==> src/rtl/mdm_bus_pkg.sv <==
package mdm_bus_pkg;
    localparam int DATA_W   = 8;
    localparam int ADDR_W   = 3;
    localparam int NUM_CR   = 4;
    localparam int CNT_W    = $clog2(DATA_W);

    localparam logic [ADDR_W-1:0] A_DET  = ADDR_W'(NUM_CR);
    localparam logic [ADDR_W-1:0] A_TONE = ADDR_W'(NUM_CR + 1);

    localparam int CLKSEL_CR  = 3;
    localparam int CLKSEL_BIT = 0;
    localparam int QAM_CR     = 0;
    localparam int QAM_BIT    = 4;

    typedef struct packed {
        logic              en;
        logic [ADDR_W-1:0] addr;
        logic [DATA_W-1:0] data;
    } wr_req_t;

    function automatic logic is_writable(input logic [ADDR_W-1:0] a);
        return (int'(a) < NUM_CR) || (a == A_TONE);
    endfunction
endpackage

==> src/rtl/mdm_bus_front.sv <==
module mdm_bus_front
    import mdm_bus_pkg::*;
(
    input  logic              clk,
    input  logic              rst,
    input  logic              ale,
    input  logic              cs_n,
    input  logic              rd_n,
    input  logic              wr_n,
    input  logic [DATA_W-1:0] ad_in,
    input  logic [DATA_W-1:0] rdata,
    output logic [ADDR_W-1:0] rd_addr,
    output wr_req_t           wr_req,
    output logic              det_clr,
    output logic [DATA_W-1:0] ad_out,
    output logic              ad_oe,
    output logic              cs_lat
);
    logic              ale_d, rd_d, wr_d;
    logic [ADDR_W-1:0] addr_q;
    logic              cs_q;
    logic              serial, ale_fall, wr_rise, rd_rise, rd_fall;
    logic [DATA_W-1:0] wsh, rsh;
    logic [CNT_W-1:0]  wcnt, rcnt;
    logic [ADDR_W-1:0] raddr_s;
    localparam logic [CNT_W-1:0] LAST = CNT_W'(DATA_W - 1);

    assign serial   = ale & ~cs_n;
    assign ale_fall = ale_d & ~ale;
    assign wr_rise  = wr_n & ~wr_d;
    assign rd_rise  = rd_n & ~rd_d;
    assign rd_fall  = ~rd_n & rd_d;
    assign cs_lat   = cs_q;

    always_ff @(posedge clk) begin
        if (rst) begin
            ale_d  <= 1'b1;
            rd_d   <= 1'b1;
            wr_d   <= 1'b1;
            addr_q <= '0;
            cs_q   <= 1'b1;
        end else begin
            ale_d <= ale;
            rd_d  <= rd_n;
            wr_d  <= wr_n;
            if (ale_fall) begin
                addr_q <= ad_in[ADDR_W-1:0];
                cs_q   <= cs_n;
            end
        end
    end

    always_ff @(posedge clk) begin
        if (rst || !serial) begin
            wsh     <= '0;
            wcnt    <= '0;
            rsh     <= '0;
            rcnt    <= '0;
            raddr_s <= '0;
        end else begin
            if (wr_rise) begin
                wsh  <= {ad_in[DATA_W-1], wsh[DATA_W-1:1]};
                wcnt <= wcnt + 1'b1;
            end
            if (rd_fall && rcnt == '0) begin
                rsh     <= rdata;
                raddr_s <= ad_in[ADDR_W-1:0];
            end else if (rd_rise) begin
                rsh  <= rsh >> 1;
                rcnt <= rcnt + 1'b1;
            end
        end
    end

    always_comb begin
        rd_addr = serial ? ad_in[ADDR_W-1:0] : addr_q;
        if (serial) begin
            wr_req.en   = wr_rise && (wcnt == LAST);
            wr_req.addr = ad_in[ADDR_W-1:0];
            wr_req.data = {ad_in[DATA_W-1], wsh[DATA_W-1:1]};
            det_clr     = rd_rise && (rcnt == LAST) && (raddr_s == A_DET);
            ad_oe       = ~rd_n;
            ad_out      = {rsh[0], {(DATA_W-1){1'b0}}};
        end else begin
            wr_req.en   = wr_rise && !cs_q;
            wr_req.addr = addr_q;
            wr_req.data = ad_in;
            det_clr     = rd_rise && !cs_q && (addr_q == A_DET);
            ad_oe       = ~rd_n & ~cs_q;
            ad_out      = rdata;
        end
    end
endmodule

==> src/rtl/mdm_reg_bank.sv <==
module mdm_reg_bank
    import mdm_bus_pkg::*;
(
    input  logic              clk,
    input  logic              rst,
    input  wr_req_t           wr_req,
    input  logic [ADDR_W-1:0] rd_addr,
    input  logic [DATA_W-1:0] det_ev,
    input  logic              det_clr,
    output logic [DATA_W-1:0] rdata,
    output logic [DATA_W-1:0] det_q,
    output logic              clk_sel
);
    logic [DATA_W-1:0] cr_q [NUM_CR];
    logic [DATA_W-1:0] tone_q;
    logic              wr_ok;

    assign wr_ok = wr_req.en && is_writable(wr_req.addr);

    for (genvar i = 0; i < NUM_CR; i++) begin : g_cr
        always_ff @(posedge clk) begin
            if (rst)
                cr_q[i] <= '0;
            else if (wr_ok && wr_req.addr == ADDR_W'(i))
                cr_q[i] <= wr_req.data;
        end
    end

    always_ff @(posedge clk) begin
        if (rst) begin
            tone_q <= '0;
            det_q  <= '0;
        end else begin
            if (wr_ok && wr_req.addr == A_TONE)
                tone_q <= wr_req.data;
            det_q <= (det_clr ? '0 : det_q) | det_ev;
        end
    end

    always_comb begin
        rdata = '0;
        for (int i = 0; i < NUM_CR; i++)
            if (rd_addr == ADDR_W'(i)) rdata = cr_q[i];
        if (rd_addr == A_DET)  rdata = det_q;
        if (rd_addr == A_TONE) rdata = tone_q;
    end

    assign clk_sel = cr_q[CLKSEL_CR][CLKSEL_BIT] & cr_q[QAM_CR][QAM_BIT];
endmodule

==> src/rtl/mdm_bus_if.sv <==
module mdm_bus_if
    import mdm_bus_pkg::*;
(
    input  logic              clk,
    input  logic              rst,
    input  logic              ale,
    input  logic              cs_n,
    input  logic              rd_n,
    input  logic              wr_n,
    input  logic [DATA_W-1:0] ad_in,
    output logic [DATA_W-1:0] ad_out,
    output logic              ad_oe,
    input  logic [DATA_W-1:0] det_ev,
    output logic              int_drv_n,
    output logic              clk_sel
);
    logic [DATA_W-1:0] rdata, det_q;
    logic [ADDR_W-1:0] rd_addr;
    wr_req_t           wr_req;
    logic              det_clr, cs_lat;

    mdm_bus_front u_front (
        .clk(clk), .rst(rst), .ale(ale), .cs_n(cs_n), .rd_n(rd_n), .wr_n(wr_n),
        .ad_in(ad_in), .rdata(rdata), .rd_addr(rd_addr), .wr_req(wr_req),
        .det_clr(det_clr), .ad_out(ad_out), .ad_oe(ad_oe), .cs_lat(cs_lat)
    );

    mdm_reg_bank u_bank (
        .clk(clk), .rst(rst), .wr_req(wr_req), .rd_addr(rd_addr),
        .det_ev(det_ev), .det_clr(det_clr), .rdata(rdata),
        .det_q(det_q), .clk_sel(clk_sel)
    );

    assign int_drv_n = ~|det_q;
endmodule

==> config.mk <==
export PLATFORM = sky130hd
export DESIGN_NAME = mdm_bus_if
export DESIGN_NICKNAME = d
export VERILOG_FILES = /design/src/rtl/mdm_bus_pkg.sv /design/src/rtl/mdm_bus_front.sv /design/src/rtl/mdm_reg_bank.sv /design/src/rtl/mdm_bus_if.sv
export SDC_FILE = /design/constraint.sdc
export NUM_CORES = 1
export LEC_CHECK = 0
export BUFFER_PORTS_ARGS = -buffer_cell sky130_fd_sc_hd__buf_2
export CAP_MARGIN = 20
export CORE_MARGIN = 1.5
export CORE_UTILIZATION = 46
export CTS_BUF_LIST = sky130_fd_sc_hd__clkbuf_2 sky130_fd_sc_hd__clkbuf_4 sky130_fd_sc_hd__clkbuf_8
export DETAILED_ROUTE_END_ITERATION = 8
export SLEW_MARGIN = 20
export SYNTH_ARGS = -nofsm -noshare
export SYNTH_HDL_FRONTEND = slang
export SYNTH_HIERARCHICAL = 1
export SYNTH_SLANG_ARGS = --single-unit
==> constraint.sdc <==
create_clock -name clk -period 5.6 [get_ports clk]
set_input_delay 0.84 -clock clk [delete_from_list [all_inputs] [get_ports clk]]
set_output_delay 0.84 -clock clk [all_outputs]
set_load 0.01 [all_outputs]
==> impl_summary.txt, run 1 <==
----------------------------------------------------
[STA]
  Rel. slew slack ... 38.17%
  Setup repair after global routing missed its margin ... no
  Final Critical Period ... 3992 ps
  Clock Skew ... 4.563 ps
  Final critical-path share of the clock period ... 71.29%
  Post-route setup TNS ... 0 ps
  Pins over their slew limit ... 0
  Worst slew pin tran ... 927.4 ps
  Achievable Freq ... 250.5 MHz
  Number of setup violations in the final report ... 0
  Final hold viol count ... 0

[Yosys]
  Count of mapped cells out of synthesis ... 361
  Number of flops mapped to enable cells by yosys ... 32
  Number of warnings reported in the yosys synthesis log ... 6
  Synth cell types ... 43
  Number of nets in the synthesized netlist ... 388
  Synthesis-stage register bit count ... 79
  Syn Std Cell Area ... 3864 µm²
  Most instantiated flip-flop cell in the synthesis netlist ... sky130_fd_sc_hd__dfxtp_1
  Avg Cell Area, Syn ... 10.70 µm²
  Proportion of synthesized chip area in sequential cells ... 49.22%
  Async set-or-reset flop fraction in the synthesized netlist ... 0%

[Power]
  Power density over the cells ... 295.0 nW/µm²
  Post-route total power ... 0.001246 W
  Leakage Power ... 1.528 nW
  Max IR drop VDD ... 0.1289 mV

[Worst setup path]
  Arrival time of data at the critical path endpoint ... 3150 ps
  Data required time of the worst path ... 4760 ps
  Reg-to-reg critical path startpoint ... u_front/wr_d$_SDFF_PP1_
  Critical path startpoint category ... primary input
  R2R depth ... 4
  RR Endpoint ... u_bank/cr_q[0][2]$_SDFFCE_PN0P_
  CP max FO ... 31
  R2r setup slk ... 3240 ps
  Crit path capture type ... output port
  Worst setup path category ... primary input to output port

[Finish]
  Fraction of the core area covered by cells at the end of the flow ... 51.67%
  Fraction of final layout cells with drive strength greater than 1 ... 25.26%
  Area growth from synthesis to final layout ... 9.326%
  Design Area, Final ... 4224 µm²
  NumNets Final ... 406
  Number of diodes added for antenna fixing ... 0

[Route]
  Routed Antenna Nets ... 0
  Pre-antenna DRT Iters ... 4
  Detailed Route Iter0 Violations ... 108
  Number of remaining DRC errors ... 0
  Vias post-DR ... 2609
  Routed length per placed instance ... 17.55 µm
  DRT Wirelength ... 8582 µm
  Drt via density ... 5.335

[Placed design]
  Standard cell area after detailed placement ... 4001 µm²
  Placer congestion estimate ... 0.7459
  # port buffers ... 32
  Detail Placement HPWL ... 5996 µm

[GRT]
  Via count of the first global-routing pass ... 2512
  First-pass GRT wire length ... 13720 µm
  Total global routing overflow ... 0
  Pin count of the biggest net entering global routing ... 32
  Overall track demand over capacity in global routing ... 20.92%
  Initial antenna violation count ... 0

[Clock network]
  TritonCTS clock tree ... built
  Number of hold-repair buffers added at the cts stage ... 0
  Clock sink total ... 79
  Count of H-tree levels built during CTS ... 3
  Clk buf depth ... 2
  Number of instances resized during post-cts repair ... 0
  Number of setup buffers added after CTS ... 0
  Clk pin slew, worst setup/hold paths ... 80 ps
  Cell at the root of the clock tree ... sky130_fd_sc_hd__clkbuf_8
  CTS Buf Count ... 9
  Clock latency of the later-clocked register in the worst-skew pair ... 340 ps

[Hold path]
  Critical hold path startpoint ... u_front/wsh[1]$_SDFFE_PP0P_
  Tightest Hold Check Type ... register to register
  Hold Path Depth ... 2
  WHS Endpoint ... u_front/wsh[1]$_SDFFE_PP0P_

[Outcome]
  Status ... completed

[Floorplan]
  # rows ... 33
  Horizontal extent of the die ... 94.65 µm
  Top-level port count ... 33
  Initial Utilization ... 47.26%
  Die footprint ... 8959 µm²
  Height of the die ... 94.65 µm
  Area of the placeable core ... 8175 µm²

[Run]
  Max-cap check violation count ... 0

----------------------------------------------------
==> layout by cell type (no fill, tap or decap), types with 2 or more instances in the layout <==
master / n
sky130_fd_sc_hd__nand2_1: 47
sky130_fd_sc_hd__dfxtp_1: 47
sky130_fd_sc_hd__and2_1: 40
sky130_fd_sc_hd__buf_2: 32
sky130_fd_sc_hd__edfxtp_1: 32
sky130_fd_sc_hd__mux2i_1: 27
sky130_fd_sc_hd__a21oi_1: 21
sky130_fd_sc_hd__a21oi_2: 19
sky130_fd_sc_hd__nor2_1: 14
sky130_fd_sc_hd__mux2_2: 11
sky130_fd_sc_hd__clkbuf_8: 10
sky130_fd_sc_hd__nand3_1: 8
sky130_fd_sc_hd__o21a_1: 7
sky130_fd_sc_hd__a22oi_1: 7
sky130_fd_sc_hd__nor2b_1: 5
sky130_fd_sc_hd__ha_1: 5
sky130_fd_sc_hd__a221oi_2: 4
sky130_fd_sc_hd__a31o_1: 4
sky130_fd_sc_hd__nor3_4: 4
sky130_fd_sc_hd__a221oi_1: 3
sky130_fd_sc_hd__inv_1: 3
sky130_fd_sc_hd__or2_2: 3
sky130_fd_sc_hd__or4_1: 2
sky130_fd_sc_hd__clkbuf_4: 2
sky130_fd_sc_hd__clkinv_2: 2
sky130_fd_sc_hd__bufinv_16: 2
sky130_fd_sc_hd__nor2_2: 2
sky130_fd_sc_hd__nor3b_1: 2
sky130_fd_sc_hd__a211o_1: 2
sky130_fd_sc_hd__inv_2: 2
sky130_fd_sc_hd__nand2b_1: 2
==> worst max path at each step <==
stage,from,to,cells after the start
2_1_floorplan,cs_n,ad_out[2],9
3_3_place_gp,cs_n,ad_out[1],7
3_5_place_dp,cs_n,ad_out[1],7
4_1_cts,cs_n,ad_out[1],7
5_1_grt,cs_n,ad_out[2],7
6_report,cs_n,ad_out[1],7
==> kinds of logic after synthesis <==
| group | share of synthesized area [%] |
|---|---|
| AO/OA/AOI/OAI | 13.54 |
| XOR/XNOR | 0.2267 |
| adder cells (fa/ha/maj) | 1.619 |
| buffers and inverters | 4.663 |
| flip-flops | 49.22 |
| multiplexers | 10.49 |
| AND/OR/NAND/NOR | 20.24 |
==> critical path: stages <==
cell	delay, ps
sky130_fd_sc_hd__buf_2	100
sky130_fd_sc_hd__nand2b_4	250
sky130_fd_sc_hd__mux2_2	900
sky130_fd_sc_hd__mux2i_1	310
sky130_fd_sc_hd__a221oi_2	420
sky130_fd_sc_hd__and2_1	180
sky130_fd_sc_hd__buf_2	130
==> registers in the layout, indices dropped and copies added (netlist names) <==
name             count
u_bank/det_q         8
u_front/ale_d        1
u_front/wr_d         1
u_front/wcnt         3
u_bank/tone_q        8
u_front/rcnt         3
u_front/rsh          8
u_bank/cr_q         32
u_front/raddr_s      3
u_front/cs_lat       1
u_front/addr_q       3
u_front/rd_d         1
u_front/wsh          7
==> Yosys cell counts, drive strengths merged (2+ instances only) <==
| cell type | count | area (µm²) |
|---|---|---|
| nand2 | 47 | 176.4 |
| a21oi | 40 | 271.5 |
| or4 | 2 | 15.01 |
| clkbuf | 8 | 31.28 |
| mux2 | 12 | 135.1 |
| or2 | 4 | 25.03 |
| nor3 | 4 | 65.06 |
| a31o | 4 | 35.03 |
| and2 | 40 | 250.2 |
| o21a | 7 | 52.55 |
| nand2b | 3 | 26.27 |
| mux2i | 27 | 270.3 |
| dfxtp | 47 | 940.9 |
| edfxtp | 32 | 960.9 |
| a22oi | 7 | 52.55 |
| inv | 5 | 18.77 |
| a211o | 2 | 17.52 |
| nor2 | 16 | 65.06 |
| a221oi | 7 | 86.34 |
| nor2b | 5 | 31.28 |
| nor3b | 2 | 15.01 |
| buf | 18 | 130.1 |
| nand3 | 8 | 40.04 |
| ha | 5 | 62.56 |
==> layout make-up <==
type                            instances  area, µm²
Tap cell                              105      131.4
Clock inverter                          4      70.07
Fill cell                             749       3951
Multi-Input combinational cell        251       1782
Sequential cell                        79       1902
Clock buffer                           12      152.6
Inverter                                5      18.77
Timing Repair Buffer                   33      167.7
==> per-stage QoR <==
step | hold WS, ps | setup WS, ps | cells
after floorplan | 430.4 | 2222 | 361
after global placement | 442.6 | 1617 | 473
after detailed placement | 448.9 | 1590 | 473
after CTS | 459.5 | 1593 | 489
after global routing | 480.7 | 1415 | 489
final | 458.0 | 1608 | 489
==> metal layers <==
metal  vias up  share of wire, %  GRT usage (%)
met2        61                45          31.01
met4         0               2.1          9.328
met5         -                 0              0
met3        13               4.2          4.911
li1       1301                 -              -
met1      1234                49          28.90
==> power by group <==
part / switching [W] / internal [W]
Sequential: 0.0000107 / 0.000614
Clock: 0.000203 / 0.000272
Combinational: 0.0000889 / 0.0000566
Power figures use the tool's default switching activity.
==> inputs of run 2 (changes only) <==
--- a/config.mk
+++ b/config.mk
@@ -11,6 +11,7 @@
 export CORE_UTILIZATION = 46
 export CTS_BUF_LIST = sky130_fd_sc_hd__clkbuf_2 sky130_fd_sc_hd__clkbuf_4 sky130_fd_sc_hd__clkbuf_8
 export DETAILED_ROUTE_END_ITERATION = 8
+export PLACE_DENSITY = 0.67
 export SLEW_MARGIN = 20
 export SYNTH_ARGS = -nofsm -noshare
 export SYNTH_HDL_FRONTEND = slang
==> constraint.sdc (replaced) <==
create_clock -name clk -period 3.55 [get_ports clk]
set_input_delay 0.5325 -clock clk [delete_from_list [all_inputs] [get_ports clk]]
set_output_delay 0.5325 -clock clk [all_outputs]
set_load 0.01 [all_outputs]
==> run 2 against run 1 <==
Against the previous run:
- worst hold slack got worse by 72 ps
- via count increased by 3.4%
- sequential power rose by 58%
- register-to-register slack got worse by 2100 ps
- sequential share of layout area decreased by 0.093 points
- clock power up 53%
- critical path depth stayed put
- count of clock-buffer cells in the layout is the same
- final area is 0.21% higher
- worst setup slack got worse by 1300 ps
==> impl_summary.txt, run 2 (synthesis gave the netlist of run 1 again) <==
----------------------------------------------------
[Worst setup path]
  Crit path capture type ... output port
  Data required time of the worst path ... 3020 ps (-1740 ps)
  CP max FO ... 24 (-23%)
  Arrival time of data at the critical path endpoint ... 2710 ps (-440 ps)
  R2R depth ... 4 (unchanged)
  Worst setup path category ... primary input to output port
  Critical path startpoint category ... primary input

[STA]
  Achievable Freq ... 308.7 MHz
  Number of setup violations in the final report ... 0 (unchanged)
  Final critical-path share of the clock period ... 91.25%
  Worst slew pin tran ... 704.9 ps (-222.5 ps)
  Final hold viol count ... 0 (unchanged)
  Pins over their slew limit ... 0 (unchanged)
  Final Critical Period ... 3239 ps
  Setup repair after global routing missed its margin ... no
  Clock Skew ... 7.271 ps (+2.708 ps)
  Post-route setup TNS ... 0 ps (unchanged)
  Rel. slew slack ... 52.91% (+15 points)

[Clock network]
  Clock latency of the later-clocked register in the worst-skew pair ... 350 ps (about the same)
  Clk buf depth ... 2 (unchanged)
  Clock sink total ... 79 (unchanged)
  Number of hold-repair buffers added at the cts stage ... 0 (unchanged)
  Number of setup buffers added after CTS ... 0 (unchanged)
  CTS Buf Count ... 9 (unchanged)
  TritonCTS clock tree ... built
  Count of H-tree levels built during CTS ... 3 (unchanged)
  Cell at the root of the clock tree ... sky130_fd_sc_hd__clkbuf_8
  Number of instances resized during post-cts repair ... 0 (unchanged)
  Clk pin slew, worst setup/hold paths ... 70 ps (about the same)

[Floorplan]
  Horizontal extent of the die ... 94.65 µm (unchanged)
  # rows ... 33 (unchanged)
  Die footprint ... 8959 µm² (unchanged)
  Top-level port count ... 33 (unchanged)
  Area of the placeable core ... 8175 µm² (unchanged)
  Height of the die ... 94.65 µm (unchanged)
  Initial Utilization ... 47.26% (unchanged)

[Route]
  Routed length per placed instance ... 17.21 µm (-2.0%)
  Drt via density ... 5.495 (+3.0%)
  Pre-antenna DRT Iters ... 4 (unchanged)
  DRT Wirelength ... 8449 µm (-1.5%)
  Number of remaining DRC errors ... 0 (unchanged)
  Detailed Route Iter0 Violations ... 134 (+24%)
  Vias post-DR ... 2698 (+3.4%)
  Routed Antenna Nets ... 0 (unchanged)

[Finish]
  Fraction of final layout cells with drive strength greater than 1 ... 25.65% (+0.39 points)
  Largest register by flop count ... u_bank/cr_q
  Most used cells in the layout excluding fill and tap cells ... 47 x sky130_fd_sc_hd__nand2_1, 47 x sky130_fd_sc_hd__dfxtp_1, 40 x sky130_fd_sc_hd__and2_1
  Max reg flops ... 32 (unchanged)
  NumNets Final ... 408 (+0.49%)
  Area growth from synthesis to final layout ... 9.553%
  Filler cell count ... 744 (-0.67%)
  Number of diodes added for antenna fixing ... 0 (unchanged)
  Design Area, Final ... 4233 µm² (+0.21%)

[GRT]
  First-pass GRT wire length ... 13800 µm (+0.61%)
  Initial antenna violation count ... 0 (unchanged)
  Via count of the first global-routing pass ... 2620 (+4.3%)
  Pin count of the biggest net entering global routing ... 30 (-6.3%)
  Total global routing overflow ... 0 (unchanged)
  Overall track demand over capacity in global routing ... 20.72% (-0.20 points)

[Outcome]
  Status ... completed

[Power]
  Leakage Power ... 1.536 nW (+0.51%)
  Max IR drop VDD ... 0.1385 mV (+7.4%)
  Power density over the cells ... 459.7 nW/µm² (+56%)

[Placed design]
  Standard cell area after detailed placement ... 4016 µm² (+0.38%)
  Placer congestion estimate ... 0.7920 (+6.2%)
  # port buffers ... 32 (unchanged)
  Detail Placement HPWL ... 6035 µm (+0.65%)

[Hold path]
  Tightest Hold Check Type ... primary input to register
  Hold Path Depth ... 3 (+1)

[Run]
  Max-cap check violation count ... 0 (unchanged)

----------------------------------------------------
run 2: final timing paths:
| check | to | from | slack, ps |
|---|---|---|---|
| hold reg to reg | u_front/wsh[1]$_SDFFE_PP0P_ | u_front/wsh[1]$_SDFFE_PP0P_ | 460 |
| hold / removal | u_bank/det_q[0]$_SDFF_PP0_ | det_ev[0] | 390 |
| setup / recovery | ad_out[7] | cs_n | 310 |
| setup reg to reg | u_bank/cr_q[0][3]$_SDFFCE_PN0P_ | u_front/wr_d$_SDFF_PP1_ | 1120 |
run 2: power by group:
group          internal (W)  total [W]  switching (W)
clock              0.000418   0.000729       0.000312
combinational     0.0000908   0.000231       0.000140
sequential         0.000969   0.000985      0.0000160
run 2: worst max-delay path, stage by stage:
cell	delay (ps)
sky130_fd_sc_hd__buf_2	100
sky130_fd_sc_hd__nand2b_4	260
sky130_fd_sc_hd__mux2_2	670
sky130_fd_sc_hd__nor2_2	220
sky130_fd_sc_hd__a221oi_1	520
sky130_fd_sc_hd__mux2_2	250
sky130_fd_sc_hd__buf_2	120
run 2: final cells by class:
| cell class | count | area [µm²] | share of cell area [%] |
|---|---|---|---|
| clock inverters | 4 | 70.07 | 1.655 |
| repair buffers | 35 | 182.7 | 4.316 |
| multi-input cells | 251 | 1782 | 42.09 |
| flip-flops and latches | 79 | 1902 | 44.93 |
| inverters | 5 | 18.77 | 0.4434 |
| well taps | 105 | 131.4 | 3.104 |
| clock buffers | 12 | 146.4 | 3.458 |
run 2: stage by stage:
stage	hold slack (ps)	util [%]	power, W	instances	worst slack, ps
after floorplan	430.4	-	0.001172	361	787.1
after global placement	444.2	49.13	0.001231	475	371.0
after detailed placement	448.3	49.13	0.001234	475	344.5
after CTS	376.3	51.78	0.001957	491	329.7
after global routing	386.0	51.78	0.002017	491	129.5
final	385.5	51.78	0.001946	491	310.7
run 2: layer usage:
| metal | up-vias | routed length [µm] | GRT usage [%] | part of all wire (%) |
|---|---|---|---|---|
| li1 | 1308 | - | - | - |
| met1 | 1330 | 3959 | 27.33 | 47 |
| met2 | 48 | 4041 | 33.39 | 48 |
| met3 | 12 | 286 | 3.945 | 3.4 |
| met4 | 0 | 162 | 8.333 | 1.9 |
| met5 | - | 0 | 0 | 0 |
==> inputs of run 3 (changes only) <==
--- a/config.mk
+++ b/config.mk
@@ -5,13 +5,13 @@
 export SDC_FILE = /design/constraint.sdc
 export NUM_CORES = 1
 export LEC_CHECK = 0
+export ABC_AREA = 1
 export BUFFER_PORTS_ARGS = -buffer_cell sky130_fd_sc_hd__buf_2
 export CAP_MARGIN = 20
 export CORE_MARGIN = 1.5
 export CORE_UTILIZATION = 46
 export CTS_BUF_LIST = sky130_fd_sc_hd__clkbuf_2 sky130_fd_sc_hd__clkbuf_4 sky130_fd_sc_hd__clkbuf_8
 export DETAILED_ROUTE_END_ITERATION = 8
-export PLACE_DENSITY = 0.67
 export SLEW_MARGIN = 20
 export SYNTH_ARGS = -nofsm -noshare
 export SYNTH_HDL_FRONTEND = slang
==> constraint.sdc (replaced) <==
create_clock -name clk -period 3.8 [get_ports clk]
set_input_delay 0.57 -clock clk [delete_from_list [all_inputs] [get_ports clk]]
set_output_delay 0.57 -clock clk [all_outputs]
set_load 0.01 [all_outputs]
==> run 3 against run 2 <==
Against the previous run:
- register-to-register slack better by 540 ps
- area after synthesis decreased by 1.7%
- first-iteration DRC count is 69% higher
- synthesized cell count rose by 31%
- power decreased by 13%
- final area decreased by 1.3%
- critical path depth grew 6
- combinational power decreased by 10%
- sequential power fell by 6.2%
- die area down 1.6%
- critical endpoint is now ad_out[0]
- worst setup slack improved by 180 ps
==> impl_summary.txt, run 3 <==
----------------------------------------------------
[Outcome]
  Status ... completed

[Route]
  Routed length per placed instance ... 14.63 µm (-15%)
  Number of remaining DRC errors ... 0 (unchanged)
  Routed Antenna Nets ... 0 (unchanged)
  Vias post-DR ... 3175 (+18%)
  Drt via density ... 5.179 (-5.7%)
  M1 wire length ... 4089 µm (+3.3%)
  Detailed Route Iter0 Violations ... 226 (+69%)
  Highest metal layer used by the detailed router ... met4
  Pre-antenna DRT Iters ... 5 (+1)
  Routed length on met2 ... 4032 µm (-0.22%)
  DRT Wirelength ... 8969 µm (+6.2%)
  Amount of wire on met3 after detailed routing ... 559 µm (+95%)

[Yosys]
  Avg Cell Area, Syn ... 8.017 µm² (-25%)
  Number of nets in the synthesized netlist ... 501 (+29%)
  Synth top area cells ... sky130_fd_sc_hd__edfxtp_1 25%, sky130_fd_sc_hd__dfxtp_1 25%, sky130_fd_sc_hd__nand2_1 11%
  Top cells by instance count after synthesis ... 109 x sky130_fd_sc_hd__nand2_1, 90 x sky130_fd_sc_hd__nor2_1, 50 x sky130_fd_sc_hd__inv_1, 47 x sky130_fd_sc_hd__dfxtp_1, 32 x sky130_fd_sc_hd__edfxtp_1
  Fraction of synthesized cell area taken by the top area cell type ... 25.29% (+0.42 points)
  Most instantiated flip-flop cell in the synthesis netlist ... sky130_fd_sc_hd__dfxtp_1
  Top cell type by total area after synthesis ... sky130_fd_sc_hd__edfxtp_1
  Top-count cell post-synth ... sky130_fd_sc_hd__nand2_1
  Synthesis-stage register bit count ... 79 (unchanged)
  Number of warnings reported in the yosys synthesis log ... 6 (unchanged)
  Count of mapped cells out of synthesis ... 474 (+31%)
  Syn Std Cell Area ... 3800 µm² (-1.7%)
  Async set-or-reset flop fraction in the synthesized netlist ... 0% (unchanged)
  Number of flops mapped to enable cells by yosys ... 32 (unchanged)
  Proportion of synthesized chip area in sequential cells ... 50.05% (+0.83 points)
  Synth cell types ... 28 (-35%)

[Placed design]
  # port buffers ... 32 (unchanged)
  Setup slack after placement ... 492.9 ps (+148.4 ps)
  Detail Placement HPWL ... 6541 µm (+8.4%)
  Standard cell area after detailed placement ... 4001 µm² (-0.37%)
  Placer congestion estimate ... 0.8771 (+11%)

[Worst setup path]
  Arrival time of data at the critical path endpoint ... 2740 ps (+30 ps)
  Delay contributed by the slowest stage of the critical path ... 410 ps (-260 ps)
  R2R depth ... 7 (+3)
  Worst setup path category ... primary input to output port
  R2r setup slk ... 1660 ps (+540 ps)
  Crit path capture type ... output port
  Reg-to-reg critical path startpoint ... u_front/wr_d$_SDFF_PP1_
  Data required time of the worst path ... 3230 ps (+210 ps)
  Most frequent CP cell ... sky130_fd_sc_hd__inv_1
  Slowest cell on the critical path ... sky130_fd_sc_hd__nor3_2
  Dominant delay contributor by cell family on the critical path ... simple AND/OR/NAND/NOR gates
  Critical path startpoint category ... primary input
  CP max FO ... 16 (-33%)
  Cell breakdown of the critical path ... buf_2, inv_2, nor2_2, inv_1, nand2_1, o21ai_1, inv_1, nor3_2, nand2_1, nand4_1, inv_1, nor2_1, buf_2
  Worst path buffer plus inverter count ... 6 (+4)
  RR Endpoint ... u_bank/cr_q[1][2]$_SDFFCE_PN0P_

[Finish]
  Most common cell after layout, fill and taps aside ... sky130_fd_sc_hd__nand2_1
  Fraction of final layout cells with drive strength greater than 1 ... 16.83% (-8.8 points)
  Design Area, Final ... 4178 µm² (-1.3%)
  Number of diodes added for antenna fixing ... 0 (unchanged)
  Max reg flops ... 32 (unchanged)
  Most used cells in the layout excluding fill and tap cells ... 109 x sky130_fd_sc_hd__nand2_1, 90 x sky130_fd_sc_hd__nor2_1, 50 x sky130_fd_sc_hd__inv_1
  Filler cell count ... 794 (+6.7%)
  NumNets Final ... 533 (+31%)
  Area growth from synthesis to final layout ... 9.944%
  Largest register by flop count ... u_bank/cr_q

[STA]
  Final hold viol count ... 0 (unchanged)
  Achievable Freq ... 302.3 MHz
  Setup repair after global routing missed its margin ... no
  Pins over their slew limit ... 0 (unchanged)
  Clock Skew ... 12.25 ps (+4.974 ps)
  Post-route setup TNS ... 0 ps (unchanged)
  Worst slew pin tran ... 503.7 ps (-201.2 ps)
  Final Critical Period ... 3308 ps
  Final critical-path share of the clock period ... 87.04%
  Minimum setup slack in the final design ... 492.3 ps (+181.6 ps)
  Number of setup violations in the final report ... 0 (unchanged)
  Rel. slew slack ... 66.24% (+13 points)

[Floorplan]
  Horizontal extent of the die ... 93.89 µm (-0.80%)
  Area of the placeable core ... 7848 µm² (-4.0%)
  Height of the die ... 93.89 µm (-0.80%)
  Die footprint ... 8815 µm² (-1.6%)
  Top-level port count ... 33 (unchanged)
  # rows ... 32 (-3.0%)
  Initial Utilization ... 48.42% (+1.2 points)

[Clock network]
  CTS Buf Count ... 9 (unchanged)
  Clk pin slew, worst setup/hold paths ... 80 ps (about the same)
  Number of setup buffers added after CTS ... 0 (unchanged)
  Count of H-tree levels built during CTS ... 3 (unchanged)
  Clock sink total ... 79 (unchanged)
  Number of hold-repair buffers added at the cts stage ... 0 (unchanged)
  TritonCTS clock tree ... built
  Clock latency of the later-clocked register in the worst-skew pair ... 350 ps (about the same)
  Clk buf depth ... 2 (unchanged)
  Cell at the root of the clock tree ... sky130_fd_sc_hd__clkbuf_8
  Number of instances resized during post-cts repair ... 0 (unchanged)

[GRT]
  First-pass GRT wire length ... 14580 µm (+5.6%)
  Initial antenna violation count ... 0 (unchanged)
  Overall track demand over capacity in global routing ... 22.26% (+1.5 points)
  Total global routing overflow ... 0 (unchanged)
  Pin count of the biggest net entering global routing ... 25 (-17%)
  Via count of the first global-routing pass ... 3001 (+15%)

[Hold path]
  Hold Path Depth ... 3 (unchanged)
  Critical hold path startpoint ... ale
  Tightest Hold Check Type ... primary input to register
  WHS Endpoint ... u_front/ale_d$_SDFF_PP1_

[Power]
  Leakage Power ... 1.746 nW (+14%)
  Power density over the cells ... 405.0 nW/µm² (-12%)
  Max IR drop VDD ... 0.2595 mV (+87%)

[Run]
  Max-cap check violation count ... 0 (unchanged)

----------------------------------------------------
[run 3: worst max-delay path by stage]
stage          start   endpoint  slack (ps)  depth (start not counted)
2_1_floorplan    ale  ad_out[0]         860                         11
3_3_place_gp     ale  ad_out[7]         530                         14
3_5_place_dp     ale  ad_out[0]         490                         13
4_1_cts          ale  ad_out[0]         490                         13
5_1_grt          ale  ad_out[2]         180                         13
6_report         ale  ad_out[0]         490                         13
[run 3: worst register-to-register path, cell delays in order (launching register included)]
cell                      delay (ps)
sky130_fd_sc_hd__dfxtp_1         310
sky130_fd_sc_hd__nor2_2          390
sky130_fd_sc_hd__o21ai_0         180
sky130_fd_sc_hd__a21oi_1         160
sky130_fd_sc_hd__inv_1           120
sky130_fd_sc_hd__nor2_1          240
sky130_fd_sc_hd__nand4_1         340
sky130_fd_sc_hd__nor2_1          230
[run 3: through the flow]
stage	hold slack [ps]	instances	power, W	utilization, %
after CTS	406.0	613	0.001711	53.24
after global placement	452.1	597	0.001148	50.99
after global routing	403.9	613	0.001780	53.24
after detailed placement	458.3	597	0.001150	50.99
after floorplan	439.7	474	0.001085	-
final	418.9	613	0.001692	53.24
[run 3: cell type report]
type	count	area (µm²)	share of cell area, %
clock inverter	5	31.28	0.7487
inverter	55	207.7	4.972
clock buffer	11	145.1	3.474
multi-input combinational	324	1567	37.50
tap	102	127.6	3.055
timing repair buffer	37	197.7	4.732
sequential	79	1902	45.52
[run 3: logic make-up (layout without fill, tap and decap cells)]
kind of cell | count (synthesis) | after routing | synth area share [%]
and+or+nand+nor | 261 | 261 | 30.69
DFF | 79 | 79 | 50.05
buffers and inverters | 71 | 108 | 8.726
AOI/OAI and AO/OA | 58 | 58 | 8.890
adders and majority gates | 5 | 5 | 1.646
[run 3: power by group]
| part | total (W) | internal (W) | switching [W] |
|---|---|---|---|
| registers | 0.000924 | 0.000907 | 0.0000171 |
| clock network | 0.000561 | 0.000262 | 0.000299 |
| logic | 0.000208 | 0.0000626 | 0.000145 |
| total | 0.00169 | 0.00123 | 0.000461 |
[run 3: layer usage]
metal  GRT usage (%)  vias up
met5               0        -
met4           11.19        0
met3           3.964       25
met2           33.82       97
met1           30.44     1456
li1                -     1597
